===== src/rtl/stile_addr_map.sv =====
module stile_addr_map #(
  parameter int XW = 16,
  parameter int YW = 16,
  parameter int PW = 12,
  parameter int AW = 32
) (
  input  logic          clk,
  input  logic          rst_n,
  input  logic          in_valid,
  input  logic [XW-1:0] x,
  input  logic [YW-1:0] y,
  input  logic          bpp4,
  input  logic [PW-1:0] pitch,
  input  logic [1:0]    mode,
  input  logic [AW-1:0] base0,
  input  logic [AW-1:0] base1,
  output logic          out_valid,
  output logic [AW-1:0] out_base,
  output logic [AW-1:0] out_offset,
  output logic          out_pipe
);

  localparam int IW = PW + YW + 1;

  logic [IW-1:0] row_tiles, plain_idx, super_idx, nest_idx, tile_idx, tile_eff;
  logic [7:0]    in_super;
  logic [AW-1:0] intra, offset_n;
  logic          odd_col, split, pipe_n;

  assign row_tiles = IW'(y[YW-1:2]) * IW'(pitch);
  assign plain_idx = row_tiles + IW'(x[XW-1:2]);
  assign super_idx = IW'(y[YW-1:6]) * IW'(pitch) + IW'(x[XW-1:6]);
  assign in_super  = {y[5:4], x[5:3], y[3:2], x[2]};
  assign nest_idx  = (super_idx << 8) | IW'(in_super);
  assign tile_idx  = mode[0] ? nest_idx : plain_idx;

  assign split    = mode[1];
  assign odd_col  = x[2];
  assign pipe_n   = split & odd_col;
  assign tile_eff = split ? (tile_idx >> 1) : tile_idx;

  assign intra    = AW'({y[1:0], x[1:0]}) << (bpp4 ? 2 : 1);
  assign offset_n = (AW'(tile_eff) << (bpp4 ? 6 : 5)) + intra;

  always_ff @(posedge clk) begin
    if (!rst_n) begin
      out_valid  <= 1'b0;
      out_base   <= '0;
      out_offset <= '0;
      out_pipe   <= 1'b0;
    end else begin
      out_valid <= in_valid;
      if (in_valid) begin
        out_base   <= pipe_n ? base1 : base0;
        out_offset <= offset_n;
        out_pipe   <= pipe_n;
      end
    end
  end


  valid_follow_chk: assert property (@(posedge clk) disable iff (!rst_n)
    in_valid |=> out_valid);


  valid_idle_chk: assert property (@(posedge clk) disable iff (!rst_n)
    !in_valid |=> !out_valid);


  hold_chk: assert property (@(posedge clk) disable iff (!rst_n)
    !in_valid |=> ($stable(out_offset) && $stable(out_base) && $stable(out_pipe)));


  nosplit_base_chk: assert property (@(posedge clk) disable iff (!rst_n)
    (in_valid && !mode[1]) |=> (!out_pipe && out_base == $past(base0)));


  split_pipe_chk: assert property (@(posedge clk) disable iff (!rst_n)
    (in_valid && mode[1]) |=> (out_pipe == $past(x[2]) &&
                               out_base == ($past(x[2]) ? $past(base1) : $past(base0))));


  align4_chk: assert property (@(posedge clk) disable iff (!rst_n)
    (in_valid && bpp4) |=> (out_offset[1:0] == 2'b00));


  align2_chk: assert property (@(posedge clk) disable iff (!rst_n)
    (in_valid && !bpp4) |=> (out_offset[0] == 1'b0));

endmodule


===== config.mk =====
export PLATFORM = sky130hd
export DESIGN_NAME = stile_addr_map
export DESIGN_NICKNAME = d
export VERILOG_FILES = /design/src/rtl/stile_addr_map.sv
export SDC_FILE = /design/constraint.sdc
export NUM_CORES = 1
export LEC_CHECK = 0
export ABC_AREA = 1
export BUFFER_PORTS_ARGS = -buffer_cell sky130_fd_sc_hd__clkbuf_2
export CAP_MARGIN = 0
export CORE_MARGIN = 1
export CORE_UTILIZATION = 63
export CTS_BUF_LIST = sky130_fd_sc_hd__clkbuf_16
export DETAILED_ROUTE_END_ITERATION = 7
export GPL_TIMING_DRIVEN = 0
export PLACE_DENSITY = 0.89
export SLEW_MARGIN = 20
export SYNTH_ARGS = -nofsm -noshare
export SYNTH_HDL_FRONTEND = slang
export SYNTH_SLANG_ARGS = --single-unit

===== constraint.sdc =====
create_clock -name clk -period 16.25 [get_ports clk]
set_input_delay 1.625 -clock clk [delete_from_list [all_inputs] [get_ports clk]]
set_output_delay 1.625 -clock clk [all_outputs]
set_load 0.02 [all_outputs]

# Yosys cells after proc, flatten, opt, wreduce, memory -nomap -nowiden
# Index checks and enable logic that the tools add are counted.
# totals
reg_bits,66
input_bits,114
output_inout_bits,66
wordCells,18
# op_classes
n_addsub,3
multipliers,2
shift,2
mux,5
bitwise_logic,2
# op_table
operator,n
2-to-1 mux 29 bit,2
adder 32 bit,1
2-to-1 mux 32 bit,1
<< shifter 29 x 3 -> 32 bit,1
<< shifter 4 x 2 -> 32 bit,1
OR 29 x 8 -> 29 bit,1
adder 26 x 14 -> 27 bit,1
multiplier 14 x 12 -> 26 bit,1
adder 21 x 10 -> 21 bit,1
multiplier 10 x 12 -> 21 bit,1
2-to-1 mux 2 bit,2
AND 1 bit,1

# Longest topological paths before layout
# logic_depth
depth_word,7
mapped_depth,36

# Least setup slack after synthesis
# OpenSTA, ideal clock, no wires.
# synth_timing
kind,input to register
from,in pitch[5]
to,reg out_offset[28]
setup_ns,0.109
t_arrival_ns,6.621
required_time_ns,16.141
path_slack_ns,9.520
path_stages,31
path_buffers,1
path_cell_list,clkbuf_1 -> nand2_1 -> fa_1 -> inv_1 -> fa_1 -> inv_1 -> fa_1 -> inv_1 -> fa_1 -> inv_1 -> fa_1 -> inv_1 -> ha_1 -> a21oi_1 -> inv_1 -> nor2_1 -> nand3_1 -> nand2_1 -> nand2_1 -> nand3_1 -> nand2_1 -> nand2_1 -> nand2_2 -> nor2_2 -> nand2_1 -> nor2_4 -> nand2_1 -> nand2_1 -> nand3_1 -> nand2_1 -> inv_1
# synth_via
elab_chain_len,7
word_cells_on_any_way,9
cone_classes,3 x add/sub; 2 x mul; 1 x shift; 2 x mux; 1 x bitwise
# synth_rtl
element,line,source
"start, declared",13,"input logic [PW-1:0] pitch,"
multiplier 10 x 12 -> 21 bit,32,assign super_idx = IW'(y[YW-1:6]) * IW'(pitch) + IW'(x[XW-1:6]);
adder 21 x 10 -> 21 bit,32,
OR 29 x 8 -> 29 bit,34,assign nest_idx = (super_idx << 8) | IW'(in_super);
2-to-1 mux 29 bit (*),35,assign tile_idx = mode[0] ? nest_idx : plain_idx;
2-to-1 mux 29 bit (*),40,assign tile_eff = split ? (tile_idx >> 1) : tile_idx;
<< shifter 29 x 3 -> 32 bit (*),43,assign offset_n = (AW'(tile_eff) << (bpp4 ? 6 : 5)) + intra;
adder 32 bit (*),43,
"end signal, assigned",55,out_offset <= offset_n;
"end, declared",19,"output logic [AW-1:0] out_offset,"
# Every way passes the cells marked *; elsewhere a longest branch is shown, timed or not.
# A chain may end at the register's enable or synchronous reset.

# Worst setup path after layout
# layout_timing
from,in pitch[7]
to,reg out_offset[26]
# Same word-level chain as after synthesis.

==> impl_metrics.csv <==
group,metric,value,unit
run_status,status,"finished, final reports clean",
sta,final_hold_viol_count,0,
yosys,avgSynthCellArea,6.87,um^2
clock_network,path_clk_slew,0.05,ns
global_routing,grt_use_met1,44.8,%
routing,routed_wirelength,40.4,mm
routing,drtAntennaViolNets,0,
placement,port_buffers,177,
clock_network,cts_buffers,9,
finish,area_delta_synth_final,10.3,%
critical_path,critPathArrivalTime,7.91,ns
clock_network,cts_tree,"yes",
critical_path,slowest_stage,"clkbuf_1",
routing,post-route-drc-count,0,
global_routing,grt_pass1_vias,14241,
run,maxCapViolations,0,
routing,drt_pass1_iterations,5,
placement,dp_slack,8.41,ns
pwr,swShare,60.7,%
global_routing,antenna_found_initial,0,
pwr,peakVddDrop,0.125,mV
sta,clock_skew,0,ns
finish,register_area,0.00132,mm^2
global_routing,top_usage_layer,"met2",
die,num_rows,55,
worst_hold_path,worstHoldStart,"out_offset[0]$_SDFFE_PN0P_",
yosys,synth_fp_nets,2577,
critical_path,path_class,"input port to flip-flop",
sta,tns,0,ns
yosys,ys_seq_elements,66,
critical_path,r2r-start,"out_offset[16]$_SDFFE_PN0P_",
sta,max_freq,130,MHz
pwr,power.internal,1.26,mW
finish,fillers,1857,
critical_path,critPathMaxFanout,10,
sta,setup_slack,8.56,ns
finish,multi_input_area,0.0108,mm^2
pwr,p_sw,1.95,mW
critical_path,cp-start-kind,"input port",
clock_network,clk-insertion-delay-late,0.33,ns
sta,worst_pin_slew,0.769,ns
worst_hold_path,hp-class,"flip-flop to flip-flop",
routing,vias,14161,
yosys,seq_area_frac_synth,9.09,%
die,initial_utilization,64.2,%
routing,wire_per_inst,15.6,um
clock_network,cts_resized,0,
critical_path,critPathCaptureType,"flip-flop",
yosys,syn-cell-area,0.0145,mm^2
routing,vias_per_cell,5.46,
critical_path,critPathMaxStageDelay,0.61,ns
pwr,powerDensity,200,mW/mm^2
clock_network,h-tree-depth,3,
clock_network,hold_buffers,0,
yosys,netlist_instances,2116,
pwr,power_frac_comb,88.5,%
sta,setup_viol,0,
global_routing,grt_first_pass_wirelength,66.9,mm
critical_path,crit_required,16.48,ns
clock_network,root_buffer,"clkbuf_16",
pwr,p_leak,9.88,nW
die,core,0.0226,mm^2
critical_path,crit_path_start,"pitch[7]",
clock_network,cts_buffer_depth,2,
sta,rsz0062_at_grt,"no",
global_routing,grt_use_met2,60.5,%
yosys,ys_types,42,
clock_network,postCtsSetupRepairBufs,0,
global_routing,grt_max_degree,11,
sta,fin_crit,7.69,ns
die,die_x,154,um
sta,drv_slew,0,
yosys,yosysWarnings,0,
finish,layout-drive-gt1-share,11.7,%
global_routing,grtUsageMet3,6.12,%
global_routing,overflow,0,
finish,layout_commonest_cell,"nand2_1",
finish,mostFrequentLayoutCells,"nand2_1, inv_1, fa_1",
placement,gp_congestion,0.938,
routing,drt-initial-drc-count,1235,
die,ios,180,
finish,num_antenna_cells,0,
finish,nets,2765,
pwr,seqPwrFrac,6.3,%
sta,maxSlewHeadroom,48.7,%
sta,fin_crit_sh,47.3,%
placement,hpwl,34.6,mm
die,die_h,154,um
global_routing,track_usage,35.5,%
pwr,p_clk_share,5.2,%
clock_network,clkSinkCount,66,
die,fp.dieArea,0.0237,mm^2
routing by layer:
layer	wire length, um	vias to the layer above
li1	-	6689
met1	16000	6685
met2	19400	645
met3	3390	142
met4	1650	0
met5	0	-
Yosys cell counts, drive strengths merged:
cell     instances  area [um^2]
nand3          210         1100
o21a             1         7.51
fa             213         4260
clkbuf          54          203
inv            573         2150
o21ai           36          180
clkinv           2         7.51
o221ai           2         17.5
nor2            79          377
nor4             2         12.5
dfxtp           66         1320
a21oi           49          257
or2              9         56.3
nand3b           7         52.6
o21bai           3         26.3
ha             134         1680
nand2          595         2270
a22o             4         35.0
a21boi           1         7.51
nor3             2         10.0
nand4           16          100
a32o             2         20.0
xor2             3         26.3
buf             12         65.1
o211ai          33          248
a21o             3         22.5
and2             2         12.5
conb             2         7.51
o2111ai          1         8.76
worst paths after layout:
check                                endpoint  slack [ns]  depth (start not counted)
hold / removal     out_offset[0]$_SDFFE_PN0P_        0.44                          2
hold reg to reg    out_offset[0]$_SDFFE_PN0P_        0.44                          2
setup / recovery  out_offset[26]$_SDFFE_PN0P_        8.56                         32
setup reg to reg  out_offset[16]$_SDFFE_PN0P_       15.55                          4
final cells by class:
type	instances	area share (%)
multi-input cells	1409	67.3
inverters	575	13.5
well taps	285	2.22
flip-flops and latches	66	8.24
repair buffers	177	5.52
clock buffers	9	1.40
plain buffers	66	1.67
clock inverters	6	0.172
power by group through the flow:
stage	combinational (mW)	sequential, mW	clock [mW]
final	2.84	0.201	0.167
after global routing	3.25	0.204	0.175
after CTS	2.80	0.201	0.167
after detailed placement	2.78	0.204	0
after global placement	2.71	0.203	0
after floorplan	2.10	0.236	0
worst max-delay path: cells and delay by family:
kind                     cells  cell delay [ns]
AO/OA/AOI/OAI                2             0.32
buffers and inverters       10             1.27
adder cells (fa/ha/maj)      6             2.97
AND/OR/NAND/NOR             14             1.70
metrics by stage:
step	hold slack (ns)	instances	total power, mW	util [%]	cell area (um^2)
floorplan	0.509	2116	2.34	-	14500
global placement	0.419	2578	2.92	69.7	15800
detailed placement	0.432	2578	2.99	69.7	15800
CTS	0.440	2593	3.17	70.8	16000
global route	0.469	2593	3.63	70.8	16000
finish	0.439	2593	3.21	70.8	16000
cell families after synthesis:
family	Yosys count	share of synthesized area (%)
simple gates	922	27.4
buf+inv	641	16.7
fa+ha+maj	347	40.9
compound gates	135	5.70
flops	66	9.09
xor+xnor	3	0.181
other cells	2	0.0516
sequential cells by signal (all words and copies together) (netlist names):
signal,count
out_pipe,1
out_offset,32
out_base,32
out_valid,1
(Power assumes the default switching activity.)
